<file path="src/rtl/ltmr_pkg.sv">
package ltmr_pkg;
    // Width of the latency register and the down counter.
    localparam int unsigned LTMR_W = 8;
    typedef logic [LTMR_W-1:0] lat_t;

    // Counter state: running flag plus remaining count.
    typedef struct packed {
        logic active;
        lat_t cnt;
    } cnt_state_t;

    // Terminate control state: registered end pulse.
    typedef struct packed {
        logic end_pulse;
    } term_state_t;
endpackage

</file>
<file path="src/rtl/ltmr_cfg_reg.sv">
module ltmr_cfg_reg
    import ltmr_pkg::*;
#(
    parameter lat_t RST_VAL = '0
) (
    input  logic clk,
    input  logic rst_n,
    input  logic wr_en,
    input  lat_t wr_data,
    output lat_t value
);
    lat_t val_d, val_q;

    always_comb begin
        val_d = val_q;
        if (wr_en) val_d = wr_data;
    end

    always_ff @(posedge clk or negedge rst_n) begin
        if (!rst_n) val_q <= RST_VAL;
        else        val_q <= val_d;
    end

    assign value = val_q;

    // A write is visible on the next cycle.
    assert_write_visible_R2: assert property (@(posedge clk) disable iff (!rst_n)
        wr_en |=> (value == $past(wr_data)));
    // Without a write the value holds.
    assert_value_holds_R2: assert property (@(posedge clk) disable iff (!rst_n)
        !wr_en |=> $stable(value));
endmodule

</file>
<file path="src/rtl/ltmr_frame_edge.sv">
module ltmr_frame_edge (
    input  logic clk,
    input  logic rst_n,
    input  logic frame,
    output logic start
);
    logic seen_d, seen_q;

    always_comb begin
        seen_d = frame;
    end

    always_ff @(posedge clk or negedge rst_n) begin
        if (!rst_n) seen_q <= 1'b0;
        else        seen_q <= seen_d;
    end

    assign start = frame && !seen_q;

    // A frame start cannot occur on two consecutive cycles.
    assert_single_start_R3: assert property (@(posedge clk) disable iff (!rst_n)
        start |=> !start);
endmodule

</file>
<file path="src/rtl/ltmr_counter.sv">
module ltmr_counter
    import ltmr_pkg::*;
(
    input  logic clk,
    input  logic rst_n,
    input  logic start,
    input  lat_t load_val,
    input  logic stop,
    output logic expired
);
    cnt_state_t st_d, st_q;

    always_comb begin
        st_d = st_q;
        if (start) begin
            st_d.active = 1'b1;
            st_d.cnt    = load_val;
        end else if (stop) begin
            st_d.active = 1'b0;
        end else if (st_q.active && (st_q.cnt != '0)) begin
            st_d.cnt = st_q.cnt - 1'b1;
        end
    end

    always_ff @(posedge clk or negedge rst_n) begin
        if (!rst_n) st_q <= '0;
        else        st_q <= st_d;
    end

    assign expired = st_q.active && (st_q.cnt == '0);

    // A frame start loads the programmed value and marks the counter running.
    assert_load_on_start_R3: assert property (@(posedge clk) disable iff (!rst_n)
        start |=> (st_q.active && (st_q.cnt == $past(load_val))));
    // A running nonzero count steps down by one per cycle.
    assert_count_step_R3: assert property (@(posedge clk) disable iff (!rst_n)
        (st_q.active && (st_q.cnt != '0) && !start && !stop)
        |=> (st_q.cnt == $past(st_q.cnt) - 1'b1));
    // A stop with no new frame leaves the counter idle.
    assert_stop_idles_R7: assert property (@(posedge clk) disable iff (!rst_n)
        (stop && !start) |=> !st_q.active);
endmodule

</file>
<file path="src/rtl/ltmr_term_ctrl.sv">
module ltmr_term_ctrl
    import ltmr_pkg::*;
(
    input  logic clk,
    input  logic rst_n,
    input  logic expired,
    input  logic phase_done,
    input  logic xfer_done,
    input  logic start,
    output logic stop,
    output logic end_now
);
    term_state_t st_d, st_q;
    logic        fire;

    // End the transaction at a completed data phase after expiry, unless it
    // already ended normally or a new frame is starting.
    assign fire = expired && phase_done && !xfer_done && !start;
    assign stop = xfer_done || fire;

    always_comb begin
        st_d           = st_q;
        st_d.end_pulse = fire;
    end

    always_ff @(posedge clk or negedge rst_n) begin
        if (!rst_n) st_q <= '0;
        else        st_q <= st_d;
    end

    assign end_now = st_q.end_pulse;

    // The end pulse lasts one cycle.
    assert_pulse_single_R6: assert property (@(posedge clk) disable iff (!rst_n)
        end_now |=> !end_now);
    // The request level is gone while the end pulse is out.
    assert_req_drops_R6: assert property (@(posedge clk) disable iff (!rst_n)
        end_now |-> !expired);
    // A normal end never produces an end pulse.
    assert_normal_end_quiet_R7: assert property (@(posedge clk) disable iff (!rst_n)
        xfer_done |=> !end_now);
    // A data phase before expiry has no effect.
    assert_early_phase_quiet_R5: assert property (@(posedge clk) disable iff (!rst_n)
        (phase_done && !expired) |=> !end_now);
endmodule

</file>
<file path="src/rtl/bus_latency_timer.sv">
module bus_latency_timer
    import ltmr_pkg::*;
#(
    parameter lat_t RST_VAL = '0
) (
    input  logic              clk,
    input  logic              rst_n,
    input  logic              cfg_wr_en,
    input  logic [LTMR_W-1:0] cfg_wr_data,
    output logic [LTMR_W-1:0] cfg_rd_data,
    input  logic              frame,
    input  logic              phase_done,
    input  logic              xfer_done,
    output logic              term_req,
    output logic              end_now
);
    lat_t lat_val;
    logic start;
    logic stop;
    logic expired;

    ltmr_cfg_reg #(.RST_VAL(RST_VAL)) u_cfg (
        .clk     (clk),
        .rst_n   (rst_n),
        .wr_en   (cfg_wr_en),
        .wr_data (cfg_wr_data),
        .value   (lat_val)
    );

    ltmr_frame_edge u_edge (
        .clk   (clk),
        .rst_n (rst_n),
        .frame (frame),
        .start (start)
    );

    ltmr_counter u_cnt (
        .clk      (clk),
        .rst_n    (rst_n),
        .start    (start),
        .load_val (lat_val),
        .stop     (stop),
        .expired  (expired)
    );

    ltmr_term_ctrl u_term (
        .clk        (clk),
        .rst_n      (rst_n),
        .expired    (expired),
        .phase_done (phase_done),
        .xfer_done  (xfer_done),
        .start      (start),
        .stop       (stop),
        .end_now    (end_now)
    );

    assign cfg_rd_data = lat_val;
    assign term_req    = expired;

    // An expired request holds until a data phase, a normal end or a new frame.
    assert_req_holds_R5: assert property (@(posedge clk) disable iff (!rst_n)
        (term_req && !phase_done && !xfer_done && !start) |=> term_req);
    // A request with a completed data phase produces the end pulse next cycle.
    assert_phase_fires_R6: assert property (@(posedge clk) disable iff (!rst_n)
        (term_req && phase_done && !xfer_done && !start) |=> (end_now && !term_req));
    // Reset state.
    assert_reset_state_R1: assert property (@(posedge clk)
        !rst_n |-> (!term_req && !end_now));
endmodule

</file>
<file path="config.mk">
export PLATFORM = sky130hd
export DESIGN_NAME = bus_latency_timer
export DESIGN_NICKNAME = d
export VERILOG_FILES = /design/src/rtl/ltmr_pkg.sv /design/src/rtl/ltmr_cfg_reg.sv /design/src/rtl/ltmr_frame_edge.sv /design/src/rtl/ltmr_counter.sv /design/src/rtl/ltmr_term_ctrl.sv /design/src/rtl/bus_latency_timer.sv
export SDC_FILE = /design/constraint.sdc
export NUM_CORES = 1
export LEC_CHECK = 0
export CORE_MARGIN = 10
export CORE_UTILIZATION = 59
export DETAILED_ROUTE_END_ITERATION = 6
export DONT_BUFFER_PORTS = 1
export PLACE_DENSITY_LB_ADDON = 0.12
export SYNTH_ARGS = -nofsm -noshare
export SYNTH_HDL_FRONTEND = slang
export SYNTH_SLANG_ARGS = --single-unit
</file>
<file path="constraint.sdc">
create_clock -name clk -period 2.2 [get_ports clk]
set_clock_uncertainty 0.05 [all_clocks]
set_input_delay 0.44 -clock clk [delete_from_list [all_inputs] [get_ports clk]]
set_output_delay 0.44 -clock clk [all_outputs]
set_load 0.01 [all_outputs]
</file>
Word-level counts from Yosys, hierarchy flattened
Index checks and enable logic that the tools add are counted.
Widths: inputs -> output; s select.
{ "word_totals": {"mem_bits_ro": 0, "in_bits": 14, "mem_count": 0, "reg_bits": 19, "latch_bits": 0, "mem_bits_rw": 0, "output_inout_bits": 10} }
{ "classes": {"n_mul": 0, "n_reduce_logical": 15, "bitwise": 0, "shift": 0, "order_cmp": 0, "n_mux": 4, "n_addsub": 1, "div": 0, "n_eq_ne": 1} }
{ "ops": {"columns": ["operator", "n"], "rows": [
  ["$mux 8", 2],
  ["$mux 9", 1],
  ["$logic_not 8->1", 1],
  ["$reduce_bool 8->1", 1],
  ["$sub 8x1->8 const B", 1],
  ["$logic_and 1x1->1", 6],
  ["$reduce_bool 2->1", 2],
  ["$logic_not 1->1", 3],
  ["$ne 2x1->1 const B", 1],
  ["$reduce_and 2->1", 1],
  ["$logic_or 1x1->1", 1],
  ["$mux 1", 1]
]} }

Logic depth before layout (Yosys ltp)
{ "depth": {"ltp_word": 8, "ltp_mapped": 6, "mapped_depth_nobuf": 6} }

Hierarchy
Synthesis repeated with hierarchy kept, for this count alone.
{ "unflattened": {"hier_cells": 79, "area_unflattened_um2": 1007.2} }
{ "modules_own_cells": {"columns": ["module", "n_inst", "area_each_um2", "cells_each"], "rows": [
  ["ltmr_counter", 1, 579.3, 56],
  ["ltmr_cfg_reg", 1, 331.6, 17],
  ["ltmr_term_ctrl", 1, 57.6, 4],
  ["ltmr_frame_edge", 1, 38.8, 2]
]} }

Worst setup path after synthesis
Ideal clock, no wire load.
{ "synth_path": {"path_kind": "register to output", "start": "reg u_cnt.st_q[0] (netlist bit)", "end": "out term_req", "path_buffers": 0, "path_slack_ns": 0.341, "t_arrival_ns": 1.369, "t_required_ns": 1.710, "stages_incl_launch_ff": 6, "path_cell_list": "dfrtp_1 -> inv_1 -> ha_1 -> nor4b_1 -> nor2b_2 -> and2_1"} }
{ "synth_via": {"elab_chain_len": 2} }
{ "synth_lines": {"columns": ["item", "line", "rtl"], "rows": [
  ["start, declared", "ltmr_counter.sv:11", "cnt_state_t st_d, st_q;"],
  ["start signal, assigned", "ltmr_counter.sv:27", "else st_q <= st_d;"],
  ["$logic_not 8->1", "ltmr_counter.sv:30", "assign expired = st_q.active && (st_q.cnt == '0);"],
  ["$logic_and 1x1->1", "ltmr_counter.sv:30", null],
  ["end, declared", "bus_latency_timer.sv:14", "output logic term_req,"]
]} }
Every way passes these cells.

Worst setup path in the final report
Ends and elaborated chain as after synthesis.

==> results.yml <==
clocking:
  htree_levels: 1
  clk_path_buf_depth: 2
  clk_pin_slew_ns: 0.11
  clock_sinks: 19
  clk_latency_ns: 0.30
  root_buffer: "clkbuf_4"
  cts_made_buffers: 3
  cts_tree: "yes"
sta:
  setup_viol: 0
  timing.fmax_ghz: 0.471
  whs_ns: 0.106
  tightestPinTransition_ns: 0.843
  slew_violations: 0
  min_period_ns: 2.13
  slew_headroom_pct: 43.6
  min_period_over_period_pct: 96.6
  fin_tns_setup_ns: 0
  finalHoldViolCount: 0
status:
  status: "complete, no violations"
global_route:
  antenna_found_initial: 0
  use_met2_pct: 18.3
  grt_pass1_vias: 718
  grt_max_degree: 20
  grt_overflow: 0
  grtUsageMet1_pct: 14.9
  grt_pass1_wl_um: 3410
  grtUsageTotal_pct: 12.3
  gr-max-usage-layer: "met2"
  grtUsageMet3_pct: 4.94
drt:
  vias: 692
  drt_iter0_drc: 9
  ant_nets: 0
  wl_per_cell_um: 19.4
  via_per_inst: 6.53
  drc: 0
  routed_wirelength_um: 2060
  drtPass1Iterations: 5
placed_design:
  hpwl_um: 1480
  placed_area_um2: 938
  gp_congestion: 0.863
  numPortBuffers: 0
cells_and_area:
  fillers: 114
  syn_to_final_growth_pct: 9.63
  drive_above_1_share_pct: 20.0
  final_nets: 107
  n_antenna_cell: 0
  postLayoutCellArea_mm2: 0.00101
setup_path:
  worstPathCellList: "inv_1 -> ha_1 -> nor4b_4 -> nor2b_4 -> and2_1"
  crit_arrival_ns: 1.64
  setup.worst_path.end_class: "output pin"
  crit_slowest_cell: "dfrtp_1"
  regToRegEndpoint: "u_cnt.st_q[3]"
  timing.rr.start: "u_cnt.st_q[0]"
  worstSetupPathType: "reg2out"
  required_ns: 1.71
  max_stage_delay_ns: 0.43
  r2r.worst_path.cells: 7
  critPathMaxFanout: 3
  start_kind: "flip-flop"
  r2r_slack_ns: 0.28
synth:
  synthFlopType: "dfrtp_1"
  synth_top_cell_area_share_pct: 51.6
  syn_inst: 85
  syn_area_per_cell_um2: 10.8
  netlist_area_um2: 922
  synth.largest_area_cell: "dfrtp_1"
  synth.most_common_cell: "dfrtp_1"
  synth.area.top_cells: "dfrtp_1 52%, mux2_2 9.8%, xnor2_1 2.8%"
  syn_nets: 101
  seq_area_frac_synth_pct: 51.6
  synthTopCellsByCount: "19 x dfrtp_1, 8 x mux2_2, 6 x nand2_1"
  synth_edf_count: 0
  synth-seq-cells: 19
  synthDistinctLibCells: 30
  ys_async_sr_fraction_pct: 100
  synth_warnings: 0
power_and_ir_drop:
  ir_drop_v: 0.000564
  finalPower_uw: 830
  power_density_mw_per_mm2: 821
  leakagePower_nw: 0.413
floorplanning:
  ioPinCount: 24
  core_area_mm2: 0.00149
  die_area_mm2: 0.00354
  initial_core_util_pct: 61.9
  die_h_um: 59.5
  num_rows: 14
  die_w_um: 59.5
hold_path:
  hold_end: "u_edge.seen_q"
  whs_path_depth: 0
  hold_path.class: "in2reg"
  min-delay-start: "frame"
flow_run:
  maxCapViolCount: 0
-- flip-flops by register name, indices dropped and copies added (netlist names) --
signal	cells
u_term.end_now	1
u_cnt.st_q	9
u_edge.seen_q	1
u_cfg.value	8
-- worst max path at each step --
stage | start | end | slack [ns] | cells past startpoint
3_3_place_gp | u_cnt.st_q[0] | term_req | 0.24 | 5
5_1_grt | u_cnt.st_q[0] | term_req | -0.01 | 5
4_1_cts | u_cnt.st_q[0] | term_req | 0.08 | 5
3_5_place_dp | u_cnt.st_q[0] | term_req | 0.17 | 5
6_report | u_cnt.st_q[0] | term_req | 0.07 | 5
2_1_floorplan | u_cnt.st_q[0] | term_req | 0.34 | 5
-- worst max-delay path, delay by kind of cell, from the launching register on --
family        cells  cell delay, ns
flops             1            0.43
buf+inv           1            0.10
simple gates      3            0.60
fa+ha+maj         1            0.20
-- per-layer routing --
metal	vias to the layer above	routed length, um
li1	323	-
met2	23	997
met3	6	156
met5	-	0
met4	0	45
met1	340	861
-- kinds of logic (layout without fill, tap and decap cells) --
| group | count (synthesis) | after routing | synth area share, % |
|---|---|---|---|
| AND/OR/NAND/NOR | 34 | 34 | 21.3 |
| multiplexers | 8 | 8 | 9.77 |
| flip-flops | 19 | 19 | 51.6 |
| XOR/XNOR | 3 | 3 | 2.85 |
| buffers and inverters | 5 | 10 | 2.04 |
| adder cells (fa/ha/maj) | 2 | 2 | 2.71 |
| AO/OA/AOI/OAI | 14 | 14 | 9.77 |
-- per-stage QoR --
stage	util, %	setup WS, ns	std cells
detailed placement	63.0	0.172	99
finish	67.9	0.0748	106
global route	67.9	-0.0110	106
CTS	66.8	0.0790	105
floorplan	-	0.341	85
global placement	63.0	0.245	99
-- power by group --
| part | total, mW | switching (mW) | leakage, nW | internal (mW) |
|---|---|---|---|---|
| logic | 0.179 | 0.0867 | 0.168 | 0.0920 |
| clock network | 0.175 | 0.107 | 0.0177 | 0.0678 |
| registers | 0.477 | 0.0751 | 0.227 | 0.402 |
| total | 0.830 | 0.269 | 0.413 | 0.561 |
-- what timing repair did --
item | 4_1_cts | 5_1_grt
gates resized for setup | 2 | 1
setup endpoints to repair | 1 | 1
buffers inserted | 1 | 1
hold buffers | 1 | 0
hold endpoints to repair | 19 | 0
-- area by class of cell --
type | count | area (um2) | area share [%]
timing repair buffer | 4 | 32.5 | 3.22
clock inverter | 1 | 5.00 | 0.495
multi-input combinational | 61 | 448 | 44.3
tap | 16 | 20.0 | 1.98
sequential | 19 | 475 | 47.0
clock buffer | 3 | 22.5 | 2.23
inverter | 2 | 7.51 | 0.743
-- layout by cell type (no fill, tap or decap), drive strengths merged --
cell	Yosys	final
nand2b	1	1
ha	2	2
and2	1	1
nand3	4	4
a21o	1	1
nor4b	1	1
buf	0	3
nor3	5	5
xnor2	3	3
nor3b	1	1
a31oi	1	1
clkinv	0	1
clkbuf	3	3
dlygate4sd3	0	1
inv	2	2
dfrtp	19	19
nand3b	1	1
o41ai	1	1
nor4	1	1
mux2	8	8
a221o	1	1
nor2b	3	3
or4	3	3
o21ai	3	3
a21oi	4	4
o211ai	2	2
nand2	6	6
o31ai	1	1
or4b	1	1
or2b	1	1
nor2	4	4
or3	1	1
(Power assumes the default switching activity.)
